[src/rtl/stkctl_pkg.sv]
package stkctl_pkg;
    localparam int DATA_W   = 64;
    localparam int EC_W     = 6;
    localparam int OFF_W    = 12;
    localparam int KIND_W   = 3;
    localparam int NREG     = 2;

    localparam logic [DATA_W-1:0] FIELD_MASK = 64'h0000_0000_0000_0361;
    localparam logic [EC_W-1:0]   TRAP_EC    = 6'h18;
    localparam logic [OFF_W-1:0]  REDIR_OFF  = 12'h8D0;

    localparam logic [1:0] ENC_OP0 = 2'b11;
    localparam logic [3:0] ENC_CRN = 4'b0010;
    localparam logic [3:0] ENC_CRM = 4'b0101;
    localparam logic [2:0] ENC_OP2 = 3'b000;
    localparam logic [2:0] OP1_LV1 = 3'b000;
    localparam logic [2:0] OP1_LV2 = 3'b100;

    typedef enum logic [KIND_W-1:0] {
        K_DONE  = 3'd0,
        K_UNDEF = 3'd1,
        K_TRAP2 = 3'd2,
        K_TRAP3 = 3'd3,
        K_REDIR = 3'd4,
        K_MISS  = 3'd5
    } kind_e;

    typedef enum logic [1:0] {
        T_NONE = 2'd0,
        T_LV1  = 2'd1,
        T_LV2  = 2'd2
    } tgt_e;

    typedef enum logic {
        ST_IDLE = 1'b0,
        ST_RESP = 1'b1
    } state_e;
endpackage

[src/rtl/stkctl_decode.sv]
module stkctl_decode
    import stkctl_pkg::*;
(
    input  logic [1:0] op0,
    input  logic [2:0] op1,
    input  logic [3:0] crn,
    input  logic [3:0] crm,
    input  logic [2:0] op2,
    output logic       hit_lv1,
    output logic       hit_lv2
);
    logic common_ok;

    always_comb begin
        common_ok = (op0 == ENC_OP0) && (crn == ENC_CRN) &&
                    (crm == ENC_CRM) && (op2 == ENC_OP2);
        hit_lv1   = common_ok && (op1 == OP1_LV1);
        hit_lv2   = common_ok && (op1 == OP1_LV2);
    end
endmodule

[src/rtl/stkctl_chain.sv]
module stkctl_chain
    import stkctl_pkg::*;
(
    input  logic [1:0]      el,
    input  logic            is_wr,
    input  logic            hit_lv1,
    input  logic            hit_lv2,
    input  logic            have_el2,
    input  logic            have_el3,
    input  logic [2:0]      nv_bits,
    input  logic            host_mode,
    input  logic            el3_feat_en,
    input  logic            fgt_present,
    input  logic            fgt_el3_en,
    input  logic            fgt_rd_n,
    input  logic            fgt_wr_n,
    input  logic            undef_prio,
    input  logic            undef_sec,
    output kind_e           kind,
    output tgt_e            tgt,
    output logic [EC_W-1:0] ec
);
    logic [2:0] nv_eff;
    logic       host_eff;
    logic       lv3_block;
    logic       fgt_hit;
    logic       neg_bit;

    always_comb begin
        nv_eff    = have_el2 ? nv_bits : 3'b000;
        host_eff  = have_el2 && host_mode;
        lv3_block = have_el3 && !el3_feat_en;
        neg_bit   = is_wr ? fgt_wr_n : fgt_rd_n;
        fgt_hit   = have_el2 && fgt_present && (!have_el3 || fgt_el3_en) && !neg_bit;
    end

    always_comb begin
        kind = K_MISS;
        tgt  = T_NONE;
        if (hit_lv1 || hit_lv2) begin
            unique case (el)
                2'd0: kind = K_UNDEF;
                2'd1: begin
                    if (hit_lv2) begin
                        kind = nv_eff[0] ? K_TRAP2 : K_UNDEF;
                    end else if (lv3_block && undef_prio) begin
                        kind = K_UNDEF;
                    end else if (fgt_hit) begin
                        kind = K_TRAP2;
                    end else if (lv3_block) begin
                        kind = undef_sec ? K_UNDEF : K_TRAP3;
                    end else if (nv_eff == 3'b111) begin
                        kind = K_REDIR;
                    end else begin
                        kind = K_DONE;
                        tgt  = T_LV1;
                    end
                end
                2'd2: begin
                    if (lv3_block && undef_prio) begin
                        kind = K_UNDEF;
                    end else if (lv3_block) begin
                        kind = undef_sec ? K_UNDEF : K_TRAP3;
                    end else begin
                        kind = K_DONE;
                        tgt  = (hit_lv2 || host_eff) ? T_LV2 : T_LV1;
                    end
                end
                2'd3: begin
                    kind = K_DONE;
                    tgt  = hit_lv2 ? T_LV2 : T_LV1;
                end
            endcase
        end
        ec = ((kind == K_TRAP2) || (kind == K_TRAP3)) ? TRAP_EC : '0;
    end
endmodule

[src/rtl/stkctl_regbank.sv]
module stkctl_regbank
    import stkctl_pkg::*;
#(
    parameter int                W    = DATA_W,
    parameter logic [DATA_W-1:0] MASK = FIELD_MASK
) (
    input  logic         clk,
    input  logic         rst_n,
    input  logic         wr_en,
    input  tgt_e         tgt,
    input  logic [W-1:0] wdata,
    input  logic         have_el2,
    output logic [W-1:0] rdata
);
    localparam logic [W-1:0] KEEP = MASK[W-1:0];

    logic [W-1:0] regs [NREG];

    for (genvar g = 0; g < NREG; g++) begin : g_reg
        logic wen;
        assign wen = wr_en && (tgt == tgt_e'(g + 1)) && ((g == 0) || have_el2);
        always_ff @(posedge clk or negedge rst_n) begin
            if (!rst_n) begin
                regs[g] <= '0;
            end else if (wen) begin
                regs[g] <= wdata & KEEP;
            end
        end
    end

    always_comb begin
        unique case (tgt)
            T_LV1:   rdata = regs[0];
            T_LV2:   rdata = have_el2 ? regs[1] : '0;
            default: rdata = '0;
        endcase
    end
endmodule

[src/rtl/stkctl_access_unit.sv]
module stkctl_access_unit
    import stkctl_pkg::*;
(
    input  logic              clk,
    input  logic              rst_n,
    input  logic              req_valid,
    input  logic [1:0]        req_el,
    input  logic [1:0]        req_op0,
    input  logic [2:0]        req_op1,
    input  logic [3:0]        req_crn,
    input  logic [3:0]        req_crm,
    input  logic [2:0]        req_op2,
    input  logic              req_write,
    input  logic [63:0]       req_wdata,
    input  logic              have_el2,
    input  logic              have_el3,
    input  logic [2:0]        nv_bits,
    input  logic              host_mode,
    input  logic              el3_feat_en,
    input  logic              fgt_present,
    input  logic              fgt_el3_en,
    input  logic              fgt_rd_n,
    input  logic              fgt_wr_n,
    input  logic              undef_prio,
    input  logic              undef_sec,
    output logic              rsp_valid,
    output logic [2:0]        rsp_kind,
    output logic [5:0]        rsp_ec,
    output logic [63:0]       rsp_rdata,
    output logic [11:0]       rsp_mem_off
);
    state_e            state_q, state_d;
    logic              hit_lv1, hit_lv2;
    kind_e             kind;
    tgt_e              tgt;
    logic [EC_W-1:0]   ec;
    logic [DATA_W-1:0] bank_rdata;
    logic              bank_wr;

    stkctl_decode u_decode (
        .op0     (req_op0),
        .op1     (req_op1),
        .crn     (req_crn),
        .crm     (req_crm),
        .op2     (req_op2),
        .hit_lv1 (hit_lv1),
        .hit_lv2 (hit_lv2)
    );

    stkctl_chain u_chain (
        .el          (req_el),
        .is_wr       (req_write),
        .hit_lv1     (hit_lv1),
        .hit_lv2     (hit_lv2),
        .have_el2    (have_el2),
        .have_el3    (have_el3),
        .nv_bits     (nv_bits),
        .host_mode   (host_mode),
        .el3_feat_en (el3_feat_en),
        .fgt_present (fgt_present),
        .fgt_el3_en  (fgt_el3_en),
        .fgt_rd_n    (fgt_rd_n),
        .fgt_wr_n    (fgt_wr_n),
        .undef_prio  (undef_prio),
        .undef_sec   (undef_sec),
        .kind        (kind),
        .tgt         (tgt),
        .ec          (ec)
    );

    assign bank_wr = req_valid && req_write && (kind == K_DONE);

    stkctl_regbank u_bank (
        .clk      (clk),
        .rst_n    (rst_n),
        .wr_en    (bank_wr),
        .tgt      (tgt),
        .wdata    (req_wdata),
        .have_el2 (have_el2),
        .rdata    (bank_rdata)
    );

    always_comb begin
        unique case (state_q)
            ST_IDLE: state_d = req_valid ? ST_RESP : ST_IDLE;
            ST_RESP: state_d = req_valid ? ST_RESP : ST_IDLE;
            default: state_d = ST_IDLE;
        endcase
    end

    always_ff @(posedge clk or negedge rst_n) begin
        if (!rst_n) begin
            state_q <= ST_IDLE;
        end else begin
            state_q <= state_d;
        end
    end

    always_ff @(posedge clk or negedge rst_n) begin
        if (!rst_n) begin
            rsp_kind    <= K_MISS;
            rsp_ec      <= '0;
            rsp_rdata   <= '0;
            rsp_mem_off <= '0;
        end else if (req_valid) begin
            rsp_kind    <= kind;
            rsp_ec      <= ec;
            rsp_rdata   <= ((kind == K_DONE) && !req_write) ? bank_rdata : '0;
            rsp_mem_off <= (kind == K_REDIR) ? REDIR_OFF : '0;
        end
    end

    assign rsp_valid = (state_q == ST_RESP);
endmodule

[config.mk]
export PLATFORM = sky130hd
export DESIGN_NAME = stkctl_access_unit
export DESIGN_NICKNAME = d
export VERILOG_FILES = /design/src/rtl/stkctl_pkg.sv /design/src/rtl/stkctl_decode.sv /design/src/rtl/stkctl_chain.sv /design/src/rtl/stkctl_regbank.sv /design/src/rtl/stkctl_access_unit.sv
export SDC_FILE = /design/constraint.sdc
export NUM_CORES = 1
export LEC_CHECK = 0
export BUFFER_PORTS_ARGS = -buffer_cell sky130_fd_sc_hd__buf_2
export CAP_MARGIN = 10
export CORE_MARGIN = 2
export CORE_UTILIZATION = 45
export DETAILED_ROUTE_END_ITERATION = 6
export GPL_TIMING_DRIVEN = 0
export PLACE_DENSITY = 0.74
export RECOVER_POWER = 50
export SYNTH_ARGS = -nofsm -noshare
export SYNTH_HDL_FRONTEND = slang
export SYNTH_HIERARCHICAL = 1
export SYNTH_SLANG_ARGS = --single-unit
[constraint.sdc]
create_clock -name clk -period 2.1 [get_ports clk]
set_clock_uncertainty 0.05 [all_clocks]
set_input_delay 0 -clock clk [delete_from_list [all_inputs] [get_ports clk]]
set_output_delay 0 -clock clk [all_outputs]
set_load 0.005 [all_outputs]
Word-level counts from Yosys, hierarchy flattened --
Cells that the tools add are included.
Word-level totals: bits in registers 96, input bits 99, output and inout port bits 86, word-level logic and storage cells 79
Cells by class: eq/ne operators 13, multiplexer cells 30, reduce and logical (&&, ||, !) cells 29
Operators by type and width (number):
- 64-bit one-hot mux with 2 select lines | 1
- 64-bit two-way mux | 1
- 3-bit two-way mux | 9
- 2-bit two-way mux | 11
- 1-bit logical AND | 17
- 12-bit two-way mux | 1
- 3-bit one-hot mux with 4 select lines | 1
- 10-bit two-way mux | 1
- 3-bit == test (second input constant) | 3
- 3-bit logical NOT | 3
- 2-bit == test (second input constant) | 4
- 3-bit by 2-bit == test with 1-bit output (second input constant) | 2
- 2-bit one-hot mux with 3 select lines | 1
- 5-bit two-way mux | 1
- 2-bit by 1-bit == test with 1-bit output (second input constant) | 2
- 4-bit by 2-bit == test with 1-bit output (second input constant) | 1
- 4-bit by 3-bit == test with 1-bit output (second input constant) | 1
- 1-bit logical NOT | 4
- 1-bit logical OR | 4
- 1-bit two-way mux | 3
- 2-bit logical NOT | 1

Depth between registers and ports, before layout --
word-level depth 14, depth in mapped cells 12, gate-level depth less buffers 12

Modules after synthesis --
Netlist, hierarchy kept.
Modules (own cells, without submodules):
- stkctl_access_unit | area an instance 3637.2 um^2, cells each 317, sequential area each 1879.3 um^2, times used 1
- stkctl_regbank | area an instance 925.9 um^2, cells each 96, sequential area each 250.2 um^2, times used 1
- stkctl_chain | area an instance 250.2 um^2, cells each 41, sequential area each 0.0 um^2, times used 1
- stkctl_decode | area an instance 78.8 um^2, cells each 7, sequential area each 0.0 um^2, times used 1

Worst setup path before layout --
OpenSTA, ideal clock, no wires.
kind input-to-reg, from input port req_crm[1], to register u_bank/regs[64] (netlist name), data arrival time 2.829 ns, path slack -0.903 ns, required time 1.925 ns, stages 11, buffers on the path 2, library setup time 0.125 ns, cells stage by stage or4b_4 nor4_2 clkbuf_1 a2111oi_2 a31oi_1 o22ai_1 or4b_1 clkbuf_1 nor2_1 nand2_1 mux2_2
On the way: elaborated cells between the ends (all ways) 21, those cells by class 2 x eq/ne; 10 x mux; 9 x reduce/logical
RTL lines:
- from (decl) | RTL line stkctl_access_unit.sv:11 | input logic [3:0] req_crm,
- 4-bit by 3-bit == test with 1-bit output * | RTL line stkctl_decode.sv:16 | (crm == ENC_CRM) && (op2 == ENC_OP2);
- 1-bit logical AND * | RTL line stkctl_decode.sv:15 | common_ok = (op0 == ENC_OP0) && (crn == ENC_CRN) &&
- 1-bit logical AND * | RTL line stkctl_decode.sv:16
- 1-bit logical AND * | RTL line stkctl_decode.sv:18 | hit_lv2 = common_ok && (op1 == OP1_LV2);
- net hit_lv2 | RTL line stkctl_access_unit.sv:33 | logic hit_lv1, hit_lv2;
- 3-bit two-way mux | RTL line stkctl_chain.sv:44 | if (hit_lv2) begin
- 3-bit one-hot mux with 4 select lines | RTL line stkctl_chain.sv:41 | unique case (el)
- 3-bit two-way mux * | RTL line stkctl_chain.sv:40 | if (hit_lv1 || hit_lv2) begin
- net kind[1] | RTL line stkctl_access_unit.sv:34 | kind_e kind;
- 3-bit logical NOT * | RTL line stkctl_access_unit.sv:71 | assign bank_wr = req_valid && req_write && (kind == K_DONE);
- 1-bit logical AND * | RTL line stkctl_access_unit.sv:71
- net bank_wr | RTL line stkctl_access_unit.sv:38 | logic bank_wr;
- 1-bit logical AND * | RTL line stkctl_regbank.sv:21 | assign wen = wr_en && (tgt == tgt_e'(g + 1)) && ((g == 0) || have_el2);
- to (signal, indexed assignment) | RTL line stkctl_regbank.sv:26 | regs[g] <= wdata & KEEP;
- to (decl) | RTL line stkctl_regbank.sv:17 | logic [W-1:0] regs [NREG];
Mark *: on every way through the listed nets, which the timed path passes. The rest lies on a longest branch. A chain may end at the register's enable or synchronous reset.

Worst setup path in the final report --
from input port req_op2[1], to register u_bank/regs[6] (netlist name)
On the way: elaborated cells between the ends (all ways) 21, those cells by class 1 x eq/ne; 10 x mux; 10 x reduce/logical
RTL lines:
- from (decl) | RTL line stkctl_access_unit.sv:12 | input logic [2:0] req_op2,
- 3-bit logical NOT * | RTL line stkctl_decode.sv:16
- 1-bit logical AND * | RTL line stkctl_decode.sv:16
- 1-bit logical AND * | RTL line stkctl_decode.sv:18
- net hit_lv2 | RTL line stkctl_access_unit.sv:33
- 3-bit two-way mux | RTL line stkctl_chain.sv:44
- 3-bit one-hot mux with 4 select lines | RTL line stkctl_chain.sv:41
- 3-bit two-way mux * | RTL line stkctl_chain.sv:40
- net kind[1] | RTL line stkctl_access_unit.sv:34
- 3-bit logical NOT * | RTL line stkctl_access_unit.sv:71
- 1-bit logical AND * | RTL line stkctl_access_unit.sv:71
- net bank_wr | RTL line stkctl_access_unit.sv:38
- 1-bit logical AND * (2 in a row) | RTL line stkctl_regbank.sv:21
Marked as above.

==> metrics.md <==
| Metric | Value |
|---|---|
| Die Y | 108 µm |
| Port buffer count | 117 |
| Unrepaired setup endpoints after global routing | yes |
| Actual slew at the worst max-slew pin | slightly above 1 ns |
| Worst-Skew Late Latency | 0.35 ns |
| Worst Setup End Kind | register |
| Vias per cell | 4.58 |
| CTS buffer count | 9 |
| Total wire length | 10.7 mm |
| Main synth FF type | dfrtp_1 |
| Initial antenna violation count | 0 |
| ANT nets after route | 0 |
| Layout cells sized above 1 | approximately 45% |
| GP Congestion | 0.841 |
| Fin worst setup slack | -0.487 ns |
| Setup crit start | req_op2[1] |
| Vias in the first global route | 3695 |
| Post-route cell area | 6450 µm² |
| N_diodes | 0 |
| Power per Cell Area | 482 nW/µm² |
| Synth area leader | dfrtp_1 |
| Worst vdd ir | 0.235 mV |
| Critical Path Sink | u_bank/regs[6]$_DFFE_PN0P_ |
| Seq/Total Area, Yosys | 43.5% |
| Int Power | 2.32 mW |
| Hold WS | ~0.11 ns |
| Top-count cell post-synth | inv_1 |
| Clock Tree Root | clkbuf_8 |
| Yosys reg bits | 85 |
| Combinational share of power | 12.2% |
| Vias | 3781 |
| Critical Path Stages | 12 |
| Failing checks | setup timing |
| Syn Area/Cell | 10.6 µm² |
| Initial Util | 45.5% |
| Final hold viol count | 0 |
| DR DRC count | 0 |
| R2r endpoint | rsp_rdata[9]$_DFFE_PN0P_ |
| Non-Filler Instances | 825 |
| Placed insts | around 790 |
| Slew margin rel. | between 30% and 40% |
| Synth Instances | approximately 460 |
| R2R setup slack | 1.07 ns |
| Gr ovfl total | 0 |
| Die width | 108 µm |
| Synthesized area | 4890 µm² |
| Clock power share | 34.7% |
| Final Power | 3.11 mW |
| CTS H-tree lvls | 3 |
| Yosys top cell area share | 42.5% |
| WP data arrival | 2.77 ns |
| Final nets | 781 |
| Status | finished with violations |
| Final setup fails | 16 |
| Critical path buffer and inverter count | 3 |
| Flop pwr share | around 53% |
| Min Tclk post-route | 2.59 ns |
| Core box area | 10700 µm² |
| Final HPWL DP | just under 8 mm |
| Reg2reg start | u_bank/regs[9]$_DFFE_PN0P_ |
| WL/cell | 13.0 µm |
| Rows | 38 |
| Post-synth EDFFs | 0 |
| Clock buffer depth | 2 |
| Initial DRC Count | 131 |
| Area contributors post-synth | dfrtp_1 42%, o32ai_2 17%, buf_4 12%, inv_1 10%, mux2_2 4.1% |
| Slowest CP cell | or4b_4 |
| First-pass GRT wire length | 17.4 mm |
| # clock sinks | between 80 and 90 |
| Post-DP Area | 5960 µm² |
| CTS tree | yes |
| CP peak stage delay | 0.55 ns |
| Top-level I/O count | about 190 |
| Sw Ratio | between 20% and 30% |
| Final period util | 123% |
| CP Launch Type | primary input |
| Critical path cell sequence | buf_6 -> or4b_4 -> nor4_4 -> buf_6 -> a2111oi_4 -> a31oi_2 -> o22ai_2 -> or4b_4 -> clkbuf_16 -> nor2_4 -> nand3_4 -> mux2_2 |
| Worst-path fanout max | 7 |
| 1st-pass router iterations | 4 |
| Worst reg-to-reg path cell count | 4 |
| Top Family by Delay on Critical Path | simple AND/OR/NAND/NOR gates |
| CTS clk-pin slew, worst paths | 0.08 ns |
| Switch Pwr | 791 µW |
| Count of different cell masters after synthesis | 39 |
| Gr usage total | about a fifth |
| Fraction of registers with async set/reset | 100% |
| Worst path required time | 2.29 ns |
| YS warnings | 6 |
| Die Area | 11700 µm² |
| WS Path Type | primary input to register |
| Layout area overhead | 31.8% |
| Synth cell count leaders | 134 x inv_1, 83 x dfrtp_1, 75 x buf_4, 50 x o32ai_2, 18 x mux2_2 |
| Largest net degree at the start of global routing | 46 |
| Max Fclk | about 390 MHz |
| Leak | around 3.0 nW |
| Hold Crit Class | primary input to register |
| Number of max-cap violations | 0 |
| Max-slew violation count | 0 |
==> through the flow <==
stage               utilization (%)  worst slack, ns  setup TNS [ns]
floorplan                         -           -0.552           -7.44
detailed placement             55.5           -0.946          -14.19
CTS                            59.8           -0.435           -4.84
finish                         60.0           -0.487           -6.26
global route                   60.0           -0.510           -6.80
global placement               55.2           -0.928          -14.00
==> layer usage <==
layer,share of wire [%],global-route usage (%),vias to the layer above
met5,0,0,-
li1,-,-,1810
met2,53,33.6,107
met3,5.7,4.46,12
met1,41,23.0,1852
met4,0.73,5.13,0
==> power by group through the flow <==
stage | logic (mW) | clock network [mW] | registers (mW)
5_1_grt | 0.421 | 1.19 | 1.65
2_1_floorplan | 0.231 | 0 | 1.68
4_1_cts | 0.372 | 1.12 | 1.65
3_3_place_gp | 0.342 | 0 | 1.68
3_5_place_dp | 0.355 | 0 | 1.68
6_report | 0.378 | 1.08 | 1.65
==> placed cells by master, fill, tap and decap left out, types with 2 or more instances in the layout <==
cell type,n
inv_1,133
buf_2,105
buf_4,90
dfrtp_1,83
conb_1,71
o32ai_2,48
clkbuf_1,22
mux2_2,17
o32ai_1,15
clkbuf_8,11
dlygate4sd3_1,7
nor2_1,7
buf_6,5
buf_1,5
a32oi_1,5
nand2_1,4
o22ai_1,3
nor2_2,3
or4b_4,2
buf_12,2
o32ai_4,2
clkinvlp_4,2
dfstp_2,2
nand2b_1,2
nand4_1,2
a21oi_1,2
nor3_1,2
nand4bb_1,2
nor4_4,2
==> timing repair <==
action | 4_1_cts | 5_1_grt
setup buffers | 12 | 3
endpoints found under the hold margin | 52 | 0
setup endpoints to repair | 15 | 15
gates resized for setup | 23 | 8
pin swaps | 6 | 2
hold buffers | 7 | 0
==> worst reg2reg max path, delay by kind of cell, from the launching register on <==
kind / cells / cell delay [ns]
flops: 1 / 0.40
compound gates: 2 / 0.29
buf+inv: 1 / 0.08
simple gates: 1 / 0.06
==> state kept, by name (all words and copies together) (netlist names) <==
| signal | cells |
|---|---|
| rsp_valid | 1 |
| u_bank/regs | 10 |
| rsp_mem_off | 1 |
| rsp_kind | 3 |
| rsp_ec | 6 |
| rsp_rdata | 64 |
==> kinds of logic after synthesis <==
logic type | Yosys count | synth area share, %
fa+ha+maj | 2 | 0.511
flops | 85 | 43.5
compound gates | 82 | 21.9
buf+inv | 232 | 24.4
mux | 19 | 4.35
simple gates | 38 | 5.06
other cells | 3 | 0.230
==> how the worst min path moves through the flow <==
stage / start / endpoint / cells after the start
finish: have_el2 / u_bank/regs[8]$_DFFE_PN0P_ / 3
global route: have_el2 / u_bank/regs[8]$_DFFE_PN0P_ / 3
CTS: have_el2 / u_bank/regs[8]$_DFFE_PN0P_ / 3
detailed placement: rst_n / rsp_rdata[37]$_DFFE_PN0P_ / 1
global placement: req_valid / rsp_valid$_DFF_PN0_ / 1
floorplan: rst_n / rsp_ec[0]$_DFFE_PN0P_ / 0
==> final cells by class <==
| cell class | count | area, µm² |
|---|---|---|
| tap | 140 | 175 |
| buffer | 98 | 746 |
| fill | 958 | 4300 |
| clock inverter | 3 | 20.0 |
| inverter | 134 | 503 |
| timing repair buffer | 140 | 768 |
| clock buffer | 13 | 159 |
| multi-input combinational | 212 | 1950 |
| sequential | 85 | 2130 |
(Power assumes the default switching activity.)
